### config.mk
export PLATFORM = sky130hd
export DESIGN_NAME = rx_flag_gen
export DESIGN_NICKNAME = d
export VERILOG_FILES = /design/src/rtl/rx_flag_pkg.sv /design/src/rtl/rx_flag_ctrl.sv /design/src/rtl/rx_flag_dp.sv /design/src/rtl/rx_flag_gen.sv
export SDC_FILE = /design/constraint.sdc
export NUM_CORES = 1
export LEC_CHECK = 0
export ABC_AREA = 1
export CORE_AREA = 3 3 40 42
export CTS_CLUSTER_DIAMETER = 200
export DETAILED_ROUTE_END_ITERATION = 16
export DIE_AREA = 0 0 43 45
export HOLD_SLACK_MARGIN = 0.06
export SKIP_CTS_REPAIR_TIMING = 1
export SLEW_MARGIN = 10
export SYNTH_ARGS = -nofsm -noshare
export SYNTH_HDL_FRONTEND = slang
export SYNTH_SLANG_ARGS = --single-unit
export TNS_END_PERCENT = 20
### constraint.sdc
create_clock -name clk -period 1.1 [get_ports clk]
set_clock_uncertainty 0.15 [all_clocks]
set_input_delay 0.11 -clock clk [delete_from_list [all_inputs] [get_ports clk]]
set_output_delay 0.11 -clock clk [all_outputs]
set_load 0.03 [all_outputs]
### src/rtl/rx_flag_pkg.sv
package rx_flag_pkg;

  localparam int KIND_W = 2;

  typedef enum logic [KIND_W-1:0] {
    KIND_FILL = 2'b00,
    KIND_DATA = 2'b01,
    KIND_CTRL = 2'b10,
    KIND_RSVD = 2'b11
  } frameKind_e;

  // strobes from control to datapath for one frame
  typedef struct packed {
    logic load;      // capture a new result
    logic orderErr;  // data frame out of even/odd order
    logic useGen;    // take the generated control flag
    logic genFlag;   // generated control flag value
    logic flagZero;  // fill frame: force flag low
  } ctrlStrobe_t;

endpackage

### src/rtl/rx_flag_ctrl.sv
module rx_flag_ctrl
  import rx_flag_pkg::*;
(
  input  logic              clk,
  input  logic              rstN,
  input  logic              frameValid,
  input  logic [KIND_W-1:0] frameKind,
  input  logic              flagIn,
  input  logic              passMode,
  output ctrlStrobe_t       strb
);

  frameKind_e kind;
  logic isFill;
  logic isData;
  logic isCtrl;
  logic expectOdd;
  logic ctrlPhase;

  assign kind   = frameKind_e'(frameKind);
  assign isFill = (kind == KIND_FILL) || (kind == KIND_RSVD);
  assign isData = (kind == KIND_DATA);
  assign isCtrl = (kind == KIND_CTRL);

  always_comb begin
    strb          = '0;
    strb.load     = frameValid;
    strb.flagZero = isFill;
    strb.orderErr = !passMode && isData && (flagIn != expectOdd);
    strb.useGen   = !passMode && isCtrl;
    strb.genFlag  = ctrlPhase;
  end

  always_ff @(posedge clk or negedge rstN) begin
    if (!rstN) begin
      expectOdd <= 1'b0;
      ctrlPhase <= 1'b0;
    end else if (frameValid) begin
      if (passMode || isFill) begin
        expectOdd <= 1'b0;
        ctrlPhase <= 1'b0;
      end else if (isData) begin
        // a flag of 0 always opens a pair; a flag of 1 always closes one
        expectOdd <= !flagIn;
      end else if (isCtrl) begin
        ctrlPhase <= !ctrlPhase;
      end
    end
  end

endmodule

### src/rtl/rx_flag_dp.sv
module rx_flag_dp
  import rx_flag_pkg::*;
(
  input  logic        clk,
  input  logic        rstN,
  input  ctrlStrobe_t strb,
  input  logic        errIn,
  input  logic        flagIn,
  output logic        resValid,
  output logic        errOut,
  output logic        flagOut
);

  logic nextFlag;

  always_comb begin
    if (strb.flagZero)     nextFlag = 1'b0;
    else if (strb.useGen)  nextFlag = strb.genFlag;
    else                   nextFlag = flagIn;
  end

  always_ff @(posedge clk or negedge rstN) begin
    if (!rstN) begin
      resValid <= 1'b0;
      errOut   <= 1'b0;
      flagOut  <= 1'b0;
    end else begin
      resValid <= strb.load;
      if (strb.load) begin
        errOut  <= errIn | strb.orderErr;
        flagOut <= nextFlag;
      end
    end
  end

endmodule

### src/rtl/rx_flag_gen.sv
module rx_flag_gen
  import rx_flag_pkg::*;
(
  input  logic              clk,
  input  logic              rstN,
  input  logic              frameValid,
  input  logic [KIND_W-1:0] frameKind,
  input  logic              errIn,
  input  logic              flagIn,
  input  logic              passMode,
  output logic              resValid,
  output logic              errOut,
  output logic              flagOut
);

  ctrlStrobe_t strb;

  rx_flag_ctrl u_ctrl (
    .clk        (clk),
    .rstN       (rstN),
    .frameValid (frameValid),
    .frameKind  (frameKind),
    .flagIn     (flagIn),
    .passMode   (passMode),
    .strb       (strb)
  );

  rx_flag_dp u_dp (
    .clk      (clk),
    .rstN     (rstN),
    .strb     (strb),
    .errIn    (errIn),
    .flagIn   (flagIn),
    .resValid (resValid),
    .errOut   (errOut),
    .flagOut  (flagOut)
  );

endmodule

==> flow_metrics.tcl <==
set metrics [dict create \
    antenna_left 0 \
    clockRootBuffer "clkbuf_4" \
    min_path_type "input port to register" \
    hold_viol_final 0 \
    crit_family "flip-flops" \
    final_core_util_pct 37.6 \
    drc_errors 0 \
    synth_area_um2 285 \
    worstSetupStartpointType "register" \
    worst_slew_pin_slew_ps 248 \
    core-area_mm2 0.00128 \
    rows 13 \
    grt_overflow 0 \
    grt_pass1_vias 269 \
    crit_type "register to primary output" \
    critPathCaptureType "primary output" \
    synth.distinct_cells 14 \
    grt_start_max_net_pins 7 \
    synth_warnings 0 \
    path_cells "buf_4" \
    cts_sinks 5 \
    die_area_mm2 0.00194 \
    instances_no_fill 70 \
    ys_seq_area_share_pct 43.9 \
    slew_headroom_pct 83.4 \
    diodes 0 \
    area_delta_synth_final_pct 69.3 \
    finalSetupViolCount 0 \
    io_buffers 10 \
    cts_made_buffers 3 \
    rsz0062_at_grt "no" \
    vias_per_cell 4.27 \
    setup_ws_ps 60.2 \
    leakage_nw 0.240 \
    drt_iter0_markers 8 \
    path_buf_inv 1 \
    slew_violations 0 \
    tns_ps 0 \
    pin_count 11 \
    drv_cap 0 \
    whs_ps 217 \
    ctsLongestPathBuffers 2 \
    die_w_um 43 \
    first_pass_iters 4 \
    routabilityCongestion 0.845 \
    nNetsFinal 66 \
    post-route-period-util_pct 94.5 \
    clk_pin_slew_worst_paths_ps 40 \
    cts_max_level 1 \
    drive_above_1_share_pct 32.7 \
    critPathRequiredTime_ps 840 \
    peakVddDrop_mv 0.275 \
    power_density_mw_per_mm2 1140 \
    hpwl_um 511 \
    worstPathArrival_ps 780 \
    cp_slowest_cell "dfrtp_1" \
    dr_total_vias 299 \
    antenna_found_initial 0 \
    drt_wl_total_um 674 \
    synthesis.instances 38 \
    clk_latency_ps 240 \
    dieHeight_um 45 \
    status "completed" \
    fmax_mhz 962 \
    cts_tree "done" \
    grt_first_pass_wirelength_mm 1.06 \
    pre_cts_slack_ps -425 \
    cp_slowest_stage_delay_ps 370 \
    synth_fp_nets 48 \
    yosys_register_bits 5 \
    grt_usage_pct 8.19 \
    wl_per_cell_um 9.63 \
    syn_area_per_cell_um2 7.51 \
    period_needed_ps 1040 \
    initial_core_util_pct 22.2 \
    crit_fanout 2 \
    dp.cells 65 \
]
[path summary, 6_finish.rpt]
check	slack [ps]	start	endpoint	cells past startpoint
min in group asynchronous	500	rstN	u_dp.errOut	2
setup / recovery	60	u_dp.errOut	errOut	1
hold / removal	220	frameKind[1]	u_ctrl.ctrlPhase	4
setup reg to reg	200	u_ctrl.expectOdd	u_dp.errOut	3
hold reg to reg	330	u_dp.flagOut	u_dp.flagOut	2
max in group asynchronous	100	rstN	u_dp.resValid	2
[cell type report]
cell class,instances,area [um2]
repair buffers,13,123
inverters,7,26.3
fillers,147,802
clock buffers,4,26.3
well taps,15,18.8
multi-input cells,26,164
flip-flops and latches,5,125
[cells by family (layout without fill, tap and decap cells)]
logic type,Yosys count,in the layout,share of synthesized area (%)
AOI/OAI and AO/OA,5,5,10.5
adders and majority gates,2,2,8.77
buffers and inverters,7,24,9.21
DFF,5,5,43.9
and+or+nand+nor,19,19,27.6
[Yosys cell counts]
cell type  instances  share of area [%]
dfrtp_1            5                 44
ha_1               2                8.8
inv_2              1                1.3
nor2_2             1                2.2
o21ai_1            1                1.8
nand4_1            1                2.2
inv_1              6                7.9
nand3_1            2                3.5
o21ai_2            1                3.1
nor2_1             6                7.9
nand2_1            9                 12
a21oi_1            1                1.8
o21ai_0            1                1.8
a31oi_1            1                2.2
[metal layers]
metal	track usage, %	part of all wire, %
met2	10.5	44
met5	0	0
met1	9.76	44
met3	3.19	8.9
met4	9.04	3.0
[cells in the final DEF, fill, tap and decap left out, drive strengths merged]
master / instances
a21oi: 1
a31oi: 1
buf: 5
clkbuf: 4
clkdlybuf4s50: 5
dfrtp: 5
dlygate4sd3: 1
dlymetal6s2s: 2
ha: 2
inv: 7
nand2: 9
nand3: 2
nand4: 1
nor2: 7
o21ai: 3
[power by group]
| part | switching [mW] | internal [mW] |
|---|---|---|
| registers | 0.00800 | 0.198 |
| logic | 0.0701 | 0.0661 |
| clock network | 0.0711 | 0.137 |
| total | 0.149 | 0.401 |
[sequential cells by signal, summed over array words and instances, names as in the netlist]
register,count
u_ctrl.ctrlPhase,1
u_ctrl.expectOdd,1
u_dp.errOut,1
u_dp.flagOut,1
u_dp.resValid,1
[metrics by stage]
stage / instance area (um2) / total power, mW
floorplan: 285 / 0.267
global placement: 412 / 0.328
detailed placement: 412 / 0.330
CTS: 438 / 0.549
global route: 483 / 0.594
finish: 483 / 0.550
Note: power is estimated with default switching activity, not from simulation.
